===== config.mk =====
export PLATFORM = sky130hd
export DESIGN_NAME = booth_seq_mult
export DESIGN_NICKNAME = d
export VERILOG_FILES = /design/src/rtl/booth_pkg.sv /design/src/rtl/booth_ctrl.sv /design/src/rtl/booth_alu.sv /design/src/rtl/booth_datapath.sv /design/src/rtl/booth_seq_mult.sv
export SDC_FILE = /design/constraint.sdc
export NUM_CORES = 1
export LEC_CHECK = 0
export BUFFER_PORTS_ARGS = -buffer_cell sky130_fd_sc_hd__buf_2
export CAP_MARGIN = 10
export CORE_MARGIN = 1
export CORE_UTILIZATION = 51
export CTS_CLUSTER_DIAMETER = 30
export DETAILED_ROUTE_END_ITERATION = 8
export HOLD_SLACK_MARGIN = 0.08
export PLACE_DENSITY = 0.75
export SYNTH_ARGS = -nofsm -noshare
export SYNTH_HDL_FRONTEND = slang
export SYNTH_HIERARCHICAL = 1
export SYNTH_SLANG_ARGS = --single-unit

===== constraint.sdc =====
create_clock -name clk -period 2.4 [get_ports clk]
set_input_delay 0.24 -clock clk [delete_from_list [all_inputs] [get_ports clk]]
set_output_delay 0.24 -clock clk [all_outputs]
set_load 0.005 [all_outputs]

===== src/rtl/booth_pkg.sv =====
package booth_pkg;

    typedef enum logic [1:0] {
        OP_SHIFT = 2'd0,
        OP_ADD   = 2'd1,
        OP_SUB   = 2'd2
    } booth_op_t;

    typedef enum logic {
        ST_IDLE = 1'b0,
        ST_RUN  = 1'b1
    } ctl_state_t;

    // Pair (current bit, bit examined before it) selects the work for a step.
    function automatic booth_op_t booth_decode(input logic cur, input logic prev);
        booth_op_t op;
        case ({cur, prev})
            2'b10:   op = OP_SUB;   // entering a run of ones
            2'b01:   op = OP_ADD;   // leaving a run of ones
            default: op = OP_SHIFT; // inside a run
        endcase
        return op;
    endfunction

endpackage


===== src/rtl/booth_ctrl.sv =====
module booth_ctrl
    import booth_pkg::*;
#(
    parameter int OPW = 8
) (
    input  logic clk,
    input  logic rst,
    input  logic start,
    output logic busy,
    output logic load,
    output logic step,
    output logic last
);
    localparam int CW = $clog2(OPW) + 1;

    ctl_state_t      state_q;
    logic [CW-1:0]   iter_q;

    assign busy = (state_q == ST_RUN);
    assign load = (state_q == ST_IDLE) && start;
    assign step = busy;
    assign last = busy && (iter_q == CW'(OPW - 1));

    always_ff @(posedge clk) begin
        if (rst) begin
            state_q <= ST_IDLE;
            iter_q  <= '0;
        end else begin
            case (state_q)
                ST_IDLE: begin
                    if (start) begin
                        state_q <= ST_RUN;
                        iter_q  <= '0;
                    end
                end
                ST_RUN: begin
                    if (last) begin
                        state_q <= ST_IDLE;
                        iter_q  <= '0;
                    end else begin
                        iter_q <= iter_q + 1'b1;
                    end
                end
                default: state_q <= ST_IDLE;
            endcase
        end
    end

endmodule


===== src/rtl/booth_alu.sv =====
module booth_alu
    import booth_pkg::*;
#(
    parameter int OPW = 8
) (
    input  logic [OPW:0]   acc,
    input  logic [OPW-1:0] mc,
    input  booth_op_t      op,
    output logic [OPW:0]   sum
);
    logic [OPW:0] mc_ext;

    assign mc_ext = {mc[OPW-1], mc};

    always_comb begin
        case (op)
            OP_ADD:  sum = acc + mc_ext;
            OP_SUB:  sum = acc - mc_ext;
            default: sum = acc;
        endcase
    end

endmodule


===== src/rtl/booth_datapath.sv =====
module booth_datapath
    import booth_pkg::*;
#(
    parameter int OPW = 8
) (
    input  logic                 clk,
    input  logic                 rst,
    input  logic                 load,
    input  logic                 step,
    input  logic [OPW-1:0]       mcand_in,
    input  logic [OPW-1:0]       mplier_in,
    output logic [2*OPW-1:0]     result_next
);
    localparam int AW = OPW + 1;

    logic [AW-1:0]  acc_q,  acc_n;
    logic [OPW-1:0] mq_q,   mq_n;
    logic           tail_q, tail_n;
    logic [OPW-1:0] mc_q;
    logic [AW-1:0]  sum;
    booth_op_t      op;

    assign op = booth_decode(mq_q[0], tail_q);

    booth_alu #(.OPW(OPW)) u_alu (
        .acc (acc_q),
        .mc  (mc_q),
        .op  (op),
        .sum (sum)
    );

    // Arithmetic right shift of {acc, mq, tail} after the add/subtract.
    always_comb begin
        acc_n  = {sum[AW-1], sum[AW-1:1]};
        mq_n   = {sum[0], mq_q[OPW-1:1]};
        tail_n = mq_q[0];
    end

    assign result_next = {acc_n[OPW-1:0], mq_n};

    always_ff @(posedge clk) begin
        if (rst) begin
            acc_q  <= '0;
            mq_q   <= '0;
            tail_q <= 1'b0;
            mc_q   <= '0;
        end else if (load) begin
            acc_q  <= '0;
            mq_q   <= mplier_in;
            tail_q <= 1'b0;
            mc_q   <= mcand_in;
        end else if (step) begin
            acc_q  <= acc_n;
            mq_q   <= mq_n;
            tail_q <= tail_n;
        end
    end

endmodule


===== src/rtl/booth_seq_mult.sv =====
module booth_seq_mult #(
    parameter int OPW = 8
) (
    input  logic                 clk,
    input  logic                 rst,
    input  logic                 start,
    input  logic [OPW-1:0]       mcand,
    input  logic [OPW-1:0]       mplier,
    output logic                 busy,
    output logic                 done,
    output logic [2*OPW-1:0]     product
);
    localparam int PW = 2 * OPW;

    logic          load, step, last;
    logic [PW-1:0] result_next;
    logic [PW-1:0] prod_q;
    logic          done_q;

    booth_ctrl #(.OPW(OPW)) u_ctrl (
        .clk   (clk),
        .rst   (rst),
        .start (start),
        .busy  (busy),
        .load  (load),
        .step  (step),
        .last  (last)
    );

    booth_datapath #(.OPW(OPW)) u_dp (
        .clk         (clk),
        .rst         (rst),
        .load        (load),
        .step        (step),
        .mcand_in    (mcand),
        .mplier_in   (mplier),
        .result_next (result_next)
    );

    always_ff @(posedge clk) begin
        if (rst) begin
            prod_q <= '0;
            done_q <= 1'b0;
        end else begin
            done_q <= last;
            if (last) begin
                prod_q <= result_next;
            end
        end
    end

    assign product = prod_q;
    assign done    = done_q;

endmodule


==> metrics.cfg, run 1 <==
[status]
status = finished, violations left
violations = setup timing

[synthesis]
yosysUniqueCellTypes = 46
syn_inst = 277
netlist_area_um2 = 2590
synth-seq-area-share_pct = 36.4
ys_ff_latch = 47
avgSynthCellArea_um2 = 9.34
synth_nets = 308
async_flop_share_pct = 0
synth-edff-count = 0
yosys_warnings = 6
synthFlopType = dfxtp_1
yosys.area.top_type = dfxtp_1
netlist_top_cells_area = dfxtp_1 36%, mux2i_1 17%, nor2_1 6.7%, ha_1 5.3%, nor2b_1 2.9%
netlist.area_leader.share_pct = 36.4

[place]
dp.cells = 384
portBuffers = 36
routabilityCongestion = 0.839
hpwlAfterDp_mm = 3.72

[worst_setup_path]
crit_type = flip-flop to flip-flop
cp_cell_sequence = nor2b_4 > ha_4 > mux2i_4 > ha_4 > nand2b_4 > a211oi_4 > buf_4 > o31a_2 > o21a_1 > o31ai_4 > mux2i_1 > nor2_1
crit_top_cell = ha_4
critPathRequiredTime_ps = 2640
cp-start-kind = flip-flop
cp_num_buf_inv = 1
slowest_stage = dfxtp_4
cp_slowest_stage_delay_ps = 380
critPathMaxFanout = 4
cp_top_family = compound AO/OA/AOI/OAI gates
end_kind = flip-flop
worstPathArrival_ps = 2850

[floorplan]
die_x_um = 73.2
dieArea_um2 = 5360
start_util_pct = 54.0
core_area_um2 = 4790
fp.dieH_um = 73.2
pin_count = 37
num_rows = 25

[cells_and_area]
num_antenna_cells = 0
drive_above_1_share_pct = 35.8
nets = 360
area_growth_pct = 23.5
utilization_pct = 66.7
final_cells = 397

[grt]
grt_pass1_vias = 1984
grt_antenna_before_repair = 0
grt_max_degree = 39
overflow = 0
grt.total_usage_pct = 21.7
grt_pass1_wl_mm = 8.82

[timing]
period_needed_ps = 2610
report.final.slew_viol_count = 0
hold_viol_final = 0
fin_ws_ps = -210
rsz0062_at_grt = true
slew_headroom_pct = 58.4
tightest_slew_ps = 623
skew_ps = 10.8
setup_viol = 10
max_freq_mhz = 383
post-route-period-util_pct = 109

[detailed_routing]
dr.pass1.iters = 4
drt_iter0_markers = 85
post-route-drc-count = 0
drt-wirelength-per-cell_um = 13.8
vias = 2067
ant_nets = 0
via_per_inst = 5.21
drt-total-wl_mm = 5.49

[cts]
cts_made_buffers = 5
cts.sinks = 47
clock_latency_ps = 310
cts_tree = yes
path_clk_slew_ps = 90
root_buffer = clkbuf_8
ctsLongestPathBuffers = 2
htreeDepth = 2

[power]
power_density_nw_per_um2 = 612
power_leakage_uw = 0.00131
ir_drop_mv = 0.396

[worst_hold_path]
hold_class = input pin to flip-flop

[job]
timing.max_cap.violations = 0

==> synth_stat cells, types with 2 or more instances <==
cell       n
a211oi_1   9
and2_1     2
dfxtp_1   47
o21ai_0    3
nor3_1     7
xor2_1     3
inv_1     10
a21oi_1   10
nand2_1    7
buf_6      3
nor4_1     2
or3_1      3
nor2_1    46
buf_4      9
ha_1      11
xnor2_1    8
nand3_1    3
o211ai_1   2
nor2b_1   12
nor3b_1    4
buf_2      6
clkbuf_1   3
buf_12     2
mux2i_1   43
==> cells by family after synthesis <==
| logic type | Yosys count | share of synthesized area, % |
|---|---|---|
| buffers and inverters | 33 | 8.51 |
| AO/OA/AOI/OAI | 34 | 9.53 |
| AND/OR/NAND/NOR | 96 | 18.7 |
| flip-flops | 47 | 36.4 |
| XOR/XNOR | 11 | 3.73 |
| multiplexers | 44 | 17.1 |
| adder cells (fa/ha/maj) | 12 | 6.10 |
==> layer usage <==
layer	global-route usage (%)	up-vias	share of wire [%]
met4	8.50	0	1.3
li1	-	1050	-
met1	27.0	975	48
met2	35.4	35	47
met5	0	-	0
met3	5.94	7	3.2
==> registers in the layout (all words and copies together) (netlist names) <==
signal / count
product: 16
u_dp/acc_q: 8
u_dp/mc_q: 8
u_dp/mq_q: 8
u_ctrl/iter_q: 4
done: 1
u_ctrl/busy: 1
u_dp/tail_q: 1
==> worst paths after layout <==
path / from / end / slack (ps) / cells past startpoint
max: u_dp/mq_q[0] / u_dp/acc_q[4] / -210 / 12
min: mcand[3] / u_dp/mc_q[3] / 170 / 3
max reg2reg: u_dp/mq_q[0] / u_dp/acc_q[4] / -210 / 12
min reg2reg: u_ctrl/iter_q[2] / u_ctrl/iter_q[2] / 490 / 1
==> layout by cell type, fill, tap and decap left out, types with 2 or more instances in the layout <==
cell type,netlist,layout
a21oi_2,0,3
nand3_2,0,2
nor3_1,7,3
dfxtp_4,0,2
dfxtp_2,0,2
buf_4,9,30
nor2_2,0,3
ha_4,0,3
nor3b_1,4,3
nor2b_4,0,2
nand2_1,7,7
xor2_1,3,3
xnor2_2,0,2
xnor2_1,8,6
a211oi_1,9,9
inv_2,0,3
nor2_1,46,42
nor3_2,1,5
or3_1,3,2
mux2i_1,43,42
ha_1,11,7
a21oi_1,10,7
clkbuf_8,0,5
buf_6,3,2
inv_1,10,7
nor2b_1,12,10
o211ai_1,2,2
o21ai_0,3,3
buf_2,6,36
dfxtp_1,47,43
==> worst register-to-register path, delay by kind of cell, from the launching register on <==
family	cells	cell delay, ps
buffers and inverters	1	140
AOI/OAI and AO/OA	4	830
DFF	1	380
and+or+nand+nor	3	330
adders and majority gates	2	450
muxes	2	410
==> layout make-up <==
cell class / instances / area (um2)
multi-input combinational: 197 / 1610
fill: 392 / 1590
sequential: 47 / 951
tap: 67 / 83.8
clock inverter: 2 / 16.3
clock buffer: 6 / 72.6
inverter: 10 / 37.5
timing repair buffer: 68 / 428
==> report_power, final <==
group          internal [uW]  switching (uW)  total (uW)
Combinational            332             296         628
Sequential               807            33.3         840
Clock                    209             278         488
Total                   1350             608        1960
==> stage by stage <==
step / setup TNS (ps) / instance area [um2] / total power (uW) / hold WS, ps / setup WS [ps]
floorplan: -30.6 / 2610 / 1220 / 309 / -15.3
global placement: -650 / 2890 / 1350 / 467 / -164
detailed placement: -1250 / 2890 / 1360 / 476 / -237
CTS: -762 / 3040 / 1880 / 164 / -118
global route: -3300 / 3190 / 2060 / 190 / -326
finish: -1490 / 3190 / 1960 / 169 / -210
==> timing repair <==
action | CTS | global route
pin swaps | 7 | 15
resized for setup | 13 | 27
buffers inserted | 1 | 4
setup endpoints to repair | 8 | 12
hold buffers | 0 | 0
Note: power is estimated with default switching activity, not from simulation.
==> inputs of run 2 (changes only) <==
--- a/config.mk
+++ b/config.mk
@@ -8,11 +8,12 @@
 export BUFFER_PORTS_ARGS = -buffer_cell sky130_fd_sc_hd__buf_2
 export CAP_MARGIN = 10
 export CORE_MARGIN = 1
-export CORE_UTILIZATION = 51
+export CORE_UTILIZATION = 50
 export CTS_CLUSTER_DIAMETER = 30
+export CTS_CLUSTER_SIZE = 8
 export DETAILED_ROUTE_END_ITERATION = 8
 export HOLD_SLACK_MARGIN = 0.08
-export PLACE_DENSITY = 0.75
+export PLACE_DENSITY = 0.74
 export SYNTH_ARGS = -nofsm -noshare
 export SYNTH_HDL_FRONTEND = slang
 export SYNTH_HIERARCHICAL = 1
==> run 2 against run 1 <==
  * Final area increased by 8.1%
  * Largest power group unchanged
  * Power increased by 17%
  * Sequential power about the same
  * Clock-buffer cell count unchanged
  * Register-to-register slack about the same
  * The flow still finishes with violations (setup timing)
  * Critical path type unchanged
  * First-iteration DRC count decreased by 14%
  * Critical path depth unchanged
  * Via count increased by 3.5%
  * Wire length increased by 9.5%
==> metrics.cfg, run 2 (synthesis gave the netlist of run 1 again) <==
[power]
intPower_uw = 1620  ; +20%
comb_power_share_pct = 33.3  ; +1.2 points
ir_drop_mv = 0.455  ; +15%
power_leakage_uw = 0.00138  ; +5.6%
swShare_pct = 29.1  ; -1.9 points
seqPwrFrac_pct = 36.9  ; -6.1 points
p_sw_uw = 666  ; +9.6%
pwr-share-clk_pct = 29.8  ; +4.9 points
power_density_nw_per_um2 = 662  ; +8.1%

[worst_setup_path]
cp_slowest_stage_delay_ps = 370  ; about the same
cp-start-kind = flip-flop
cp_num_buf_inv = 1  ; unchanged
critPathMaxFanout = 4  ; unchanged
slowest_stage = dfxtp_4
crit_type = flip-flop to flip-flop
worstPathArrival_ps = 2830  ; -20 ps
crit_top_cell = ha_4
critPathRequiredTime_ps = 2630  ; about the same
cp_cell_sequence = nor2b_4 > inv_2 > ha_4 > mux2i_4 > ha_4 > nand2b_4 > a211oi_4 > nor3_2 > or3_1 > o211ai_1 > mux2i_1 > nor2_1
r2r-start = u_dp/tail_q
crit_start = u_dp/tail_q
cp_top_family = simple AND/OR/NAND/NOR gates
end_kind = flip-flop

[cts]
htreeDepth = 2  ; unchanged
root_buffer = clkbuf_8
cts_tree = yes
ctsLongestPathBuffers = 2  ; unchanged
cts.sinks = 47  ; unchanged
cts_made_buffers = 5  ; unchanged
clock_latency_ps = 300  ; about the same
hold_buffers = 0  ; unchanged
path_clk_slew_ps = 80  ; about the same

[cells_and_area]
nets = 360  ; unchanged
area_growth_pct = 33.5
stdcell_area_um2 = 3450  ; +8.1%
drive_above_1_share_pct = 39.7  ; +3.9 points
final_common_cell = dfxtp_1
largest_reg_flops = 16  ; unchanged
layout_common_cells = 45 x dfxtp_1, 42 x mux2i_1, 39 x nor2_1
regArea_um2 = 946  ; -0.53%
multi_input_area_um2 = 1810  ; +13%
utilization_pct = 71.2  ; +4.5 points
num-fill-cells = 346  ; -12%
num_antenna_cells = 0  ; unchanged

[timing]
report.final.slew_viol_count = 0  ; unchanged
tightest_slew_ps = 580  ; -43.4 ps
max_freq_mhz = 385  ; +0.49%
post-route-period-util_pct = 108  ; -0.54 points
period_needed_ps = 2600  ; -12.9 ps
finalSetupTns_ps = -948  ; +542 ps
fin_ws_ps = -197  ; +12.9 ps
rsz0062_at_grt = true
skew_ps = 10.8  ; -0.00850 ps
setup_viol = 8  ; -2
slew_headroom_pct = 61.4  ; +3.0 points
hold_viol_final = 0  ; unchanged

[place]
portBuffers = 36  ; unchanged
routabilityCongestion = 0.868  ; +3.5%
dpl_cell_area_um2 = 2870  ; -0.78%
hpwlAfterDp_mm = 3.73  ; +0.24%

[floorplan]
die_x_um = 73.9  ; +0.97%
pin_count = 37  ; unchanged
core_area_um2 = 4850  ; +1.3%
dieArea_um2 = 5460  ; +1.9%
num_rows = 25  ; unchanged
start_util_pct = 53.3  ; -0.70 points
fp.dieH_um = 73.9  ; +0.97%

[detailed_routing]
dr.pass1.iters = 4  ; unchanged
post-route-drc-count = 0  ; unchanged
drt-total-wl_mm = 6.02  ; +9.5%
via_per_inst = 5.39  ; +3.5%
drt_iter0_markers = 73  ; -14%
ant_nets = 0  ; unchanged
vias = 2139  ; +3.5%
drt-wirelength-per-cell_um = 15.2  ; +9.5%

[grt]
grt_antenna_before_repair = 0  ; unchanged
grt.total_usage_pct = 21.7  ; +0.064 points
grt_pass1_vias = 1982  ; -0.10%
grt_max_degree = 39  ; unchanged
overflow = 0  ; unchanged
grt_pass1_wl_mm = 9.11  ; +3.4%

[worst_hold_path]
hp-start = mcand[5]
hold_class = input pin to flip-flop

[job]
timing.max_cap.violations = 0  ; unchanged

[status]
violations = setup timing
status = finished, violations left

==> run 2: changes by cell type in the layout (fill, tap and decap cells not counted), moves of 3 or more <==
cell,change
a21oi_4,+3
buf_4,-4
buf_6,+4
ha_1,-4
ha_4,+5
nor2_1,-3
nor2_4,+3
xnor2_1,-4
xnor2_2,+4
==> run 2: repair_timing <==
action	CTS	global route
pin swaps	15	26
resized for setup	21	52
setup buffers	6	3
setup endpoints to repair	8	12
==> run 2: cell type report <==
cell class	count	area share [%]
clock buffer	6	2.10
clock inverter	2	1.74
inverter	10	1.09
multi-input combinational	197	52.4
sequential	47	27.4
tap	67	2.43
timing repair buffer	68	12.8
==> run 2: routing by layer <==
layer / part of all wire (%) / GRT usage [%]
met1: 47 / 29.2
met2: 50 / 36.3
met3: 2.8 / 3.70
met4: 0.62 / 5.13
met5: 0 / 0
==> run 2: stage by stage <==
| step | hold slack [ps] | setup WS, ps | std cells | power (uW) |
|---|---|---|---|---|
| floorplan | 309 | -15.3 | 277 | 1220 |
| global placement | 468 | -167 | 381 | 1330 |
| detailed placement | 481 | -226 | 381 | 1340 |
| CTS | 170 | -167 | 395 | 2100 |
| global route | 190 | -318 | 397 | 2370 |
| finish | 174 | -197 | 397 | 2280 |
==> run 2: power by group through the flow <==
stage                     Sequential [uW]  Combinational (uW)  Clock, uW
after detailed placement              853                 484          0
final                                 842                 761        681
after global routing                  847                 810        718
after floorplan                       845                 373          0
after CTS                             836                 576        686
after global placement                853                 475          0
==> run 2: worst reg2reg max path, cell delays in order, from the launching register on <==
cell	delay [ps]
dfxtp_4	370
nor2b_4	140
inv_2	50
ha_4	190
mux2i_4	220
ha_4	290
nand2b_4	70
a211oi_4	320
nor3_2	100
or3_1	310
o211ai_1	280
mux2i_1	120
nor2_1	90
==> run 2: worst paths after layout <==
check / slack, ps / endpoint / cells after the start
setup / recovery: -200 / u_dp/acc_q[6] / 12
hold / removal: 170 / u_dp/mc_q[5] / 3
setup reg to reg: -200 / u_dp/acc_q[6] / 12
hold reg to reg: 500 / product[11] / 2
==> inputs of run 3 (changes only) <==
--- a/config.mk
+++ b/config.mk
@@ -13,8 +13,7 @@
 export CTS_CLUSTER_SIZE = 8
 export DETAILED_ROUTE_END_ITERATION = 8
 export HOLD_SLACK_MARGIN = 0.08
-export PLACE_DENSITY = 0.74
+export PLACE_DENSITY = 0.75
 export SYNTH_ARGS = -nofsm -noshare
 export SYNTH_HDL_FRONTEND = slang
-export SYNTH_HIERARCHICAL = 1
 export SYNTH_SLANG_ARGS = --single-unit
==> run 3 against run 2 <==
  * Critical path depth shrank 1
  * Sequential share of layout area grew 4.5 points
  * Register-to-register slack gained 40 ps
  * Power shrank 20%
  * First-iteration DRC count grew 16%
  * Fmax grew 1.7%
  * Die area shrank 8.6%
  * The run still ends with setup timing left
  * Wire length shrank 5.3%
  * Sequential power shrank 1%
  * Highest routed layer unchanged
  * Via count grew 0.56%
  * Critical path type unchanged
  * Combinational power shrank 33%
==> metrics.cfg, run 3 <==
[worst_setup_path]
crit_type = flip-flop to flip-flop
end_kind = flip-flop
worstPathArrival_ps = 2780  ; -50 ps
slowest_stage = dfxtp_4
crit_start = u_dp.mc_q[3]
r2r_slack_ps = -150  ; +40 ps
cp_slowest_stage_delay_ps = 370  ; about the same
critPathRequiredTime_ps = 2620  ; about the same
r2r_end = u_dp.acc_q[6]
critPathMaxFanout = 4  ; unchanged
cp_cell_sequence = nor4_4 > buf_4 > a21oi_2 > xnor2_1 > ha_2 > buf_6 > o21a_1 > o211ai_1 > mux2i_1 > a211o_1 > o31ai_1
ff2ff_path_depth = 11  ; -1
cp-start-kind = flip-flop
r2r-start = u_dp.mc_q[3]

[synthesis]
netlist_top_cells_area = dfxtp_1 40%, a21oi_1 8.3%, mux2i_1 7.2%, nor2_1 6.4%, nand2_1 6.2%
yosysUniqueCellTypes = 37  ; -20%
async_flop_share_pct = 0  ; unchanged
syn_inst = 288  ; +4.0%
yosys_warnings = 0  ; -6
yosys.area.top_type = dfxtp_1
synth_nets = 319  ; +3.6%
ys_ff_latch = 47  ; unchanged
synthTopCellsByCount = 47 x dfxtp_1, 40 x nor2_1, 39 x a21oi_1, 39 x nand2_1, 17 x mux2i_1
yosysMostFrequentCell = dfxtp_1
synth-seq-area-share_pct = 39.9  ; +3.5 points
netlist_area_um2 = 2360  ; -8.9%
netlist.area_leader.share_pct = 39.9  ; +3.5 points
synth-edff-count = 0  ; unchanged
synthFlopType = dfxtp_1
avgSynthCellArea_um2 = 8.18  ; -12%

[worst_hold_path]
hp-start = mcand[3]
holdPathStages = 3  ; unchanged
whs_endpoint = u_dp.mc_q[3]
hold_class = input pin to flip-flop

[timing]
hold_viol_final = 0  ; unchanged
fin_ws_ps = -153  ; +44.1 ps
rsz0062_at_grt = true
hold_ws_ps = 158  ; -16.9 ps
report.final.slew_viol_count = 0  ; unchanged
setup_viol = 4  ; -4
skew_ps = 4.73  ; -6.10 ps
tightest_slew_ps = 476  ; -104 ps
slew_headroom_pct = 68.2  ; +6.8 points
max_freq_mhz = 392  ; +1.7%
finalSetupTns_ps = -461  ; +486 ps
post-route-period-util_pct = 106  ; -1.8 points
period_needed_ps = 2550  ; -44.1 ps

[floorplan]
start_util_pct = 53.0  ; -0.30 points
dieArea_um2 = 4990  ; -8.6%
num_rows = 24  ; -4.0%
core_area_um2 = 4440  ; -8.3%
pin_count = 37  ; unchanged
fp.dieH_um = 70.7  ; -4.4%
die_x_um = 70.7  ; -4.4%

[grt]
grt_pass1_vias = 2094  ; +5.7%
grt_antenna_before_repair = 0  ; unchanged
overflow = 0  ; unchanged
grt_pass1_wl_mm = 9.63  ; +5.6%
grt.total_usage_pct = 24.4  ; +2.7 points
grt_max_degree = 28  ; -28%

[power]
pwr-share-clk_pct = 26.6  ; -3.2 points
power_leakage_uw = 0.00127  ; -8.3%
ir_drop_mv = 0.460  ; +1.0%
finalPower_uw = 1820  ; -20%
intPower_uw = 1260  ; -22%
p_sw_uw = 559  ; -16%
comb_power_share_pct = 27.8  ; -5.5 points
power_density_nw_per_um2 = 614  ; -7.2%
seqPwrFrac_pct = 45.6  ; +8.7 points
swShare_pct = 30.6  ; +1.5 points

[cts]
cts_tree = yes
root_buffer = clkbuf_8
ctsLongestPathBuffers = 2  ; unchanged
cts_made_buffers = 5  ; unchanged
htreeDepth = 2  ; unchanged
clock_latency_ps = 310  ; about the same
path_clk_slew_ps = 90  ; about the same
cts.sinks = 47  ; unchanged

[cells_and_area]
final_common_cell = dfxtp_1
largest_reg_flops = 16  ; unchanged
num_antenna_cells = 0  ; unchanged
area_growth_pct = 26.0
nets = 377  ; +4.7%
drive_above_1_share_pct = 28.2  ; -11 points
layout_common_cells = 43 x dfxtp_1, 40 x nor2_1, 38 x nand2_1

[detailed_routing]
drt-total-wl_mm = 5.70  ; -5.3%
drt-wirelength-per-cell_um = 14.3  ; -5.8%
post-route-drc-count = 0  ; unchanged
drt_iter0_markers = 85  ; +16%
dr.pass1.iters = 4  ; unchanged
via_per_inst = 5.39  ; about the same
ant_nets = 0  ; unchanged
vias = 2151  ; +0.56%

[status]
status = finished, violations left
violations = setup timing

[place]
hpwlAfterDp_mm = 4.12  ; +11%
portBuffers = 36  ; unchanged
routabilityCongestion = 0.899  ; +3.6%

[job]
timing.max_cap.violations = 0  ; unchanged

[run 3: cell count changes in the layout (fill, tap and decap cells not counted), sizes merged, moves of 4 or more]
cell / previous run / this run
o21ai: 3 / 7
mux2i: 43 / 17
nor2: 46 / 40
a21oi: 10 / 40
nand2: 7 / 39
xnor2: 8 / 12
nor2b: 12 / 3
[run 3: area by class of cell]
type,instances,area (um2)
fillers,382,1470
multi-input cells,217,1430
flip-flops and latches,47,948
repair buffers,66,409
clock buffers,6,72.6
well taps,52,65.1
inverters,9,33.8
clock inverters,2,16.3
[run 3: through the flow]
stage / instance area [um2] / worst slack [ps] / util (%) / cells
final: 2970 / -153 / 66.8 / 399
after global placement: 2770 / -114 / 62.3 / 388
after floorplan: 2390 / -68.2 / - / 288
after global routing: 2970 / -308 / 66.8 / 399
after detailed placement: 2770 / -153 / 62.3 / 388
after CTS: 2890 / -136 / 65.0 / 397
[run 3: cells by family after synthesis]
family                     share of synthesized area, %
AOI/OAI and AO/OA                                  17.5
xor gates and xnor gates                           5.20
adders and majority gates                          6.69
buffers and inverters                              3.93
DFF                                                39.9
muxes                                              7.22
and+or+nand+nor                                    19.6
[run 3: routing by layer]
metal | share of wire, % | global-route usage (%) | up-vias
met5 | 0 | 0 | -
met4 | 1.7 | 8.67 | 0
met3 | 3.5 | 5.13 | 9
met2 | 52 | 42.3 | 47
met1 | 43 | 30.1 | 992
li1 | - | - | 1103
[run 3: worst max-delay path: cells and delay by family, from the launching register on]
kind / cells / cell delay [ps]
AOI/OAI and AO/OA: 5 / 850
xor gates and xnor gates: 1 / 180
adders and majority gates: 1 / 340
buffers and inverters: 2 / 310
DFF: 1 / 370
muxes: 1 / 110
and+or+nand+nor: 1 / 330
[run 3: how the worst max path moves through the flow]
| stage | end | slack (ps) |
|---|---|---|
| final | u_dp.acc_q[6] | -150 |
| after global routing | u_dp.acc_q[6] | -310 |
| after global placement | u_dp.acc_q[7] | -110 |
| after detailed placement | u_dp.acc_q[7] | -150 |
| after CTS | u_dp.acc_q[7] | -140 |
| after floorplan | u_dp.acc_q[7] | -70 |
[run 3: repair_timing]
item	CTS	global route
resized for setup	7	15
hold buffers	0	0
setup endpoints to repair	4	9
pin swaps	3	13
setup buffers	1	2
[run 3: power groups by stage]
| stage | Sequential [uW] | Combinational (uW) | Clock [uW] |
|---|---|---|---|
| 5_1_grt | 835 | 554 | 530 |
| 3_3_place_gp | 848 | 431 | 0 |
| 2_1_floorplan | 844 | 303 | 0 |
| 4_1_cts | 831 | 453 | 501 |
| 6_report | 831 | 507 | 486 |
| 3_5_place_dp | 848 | 440 | 0 |
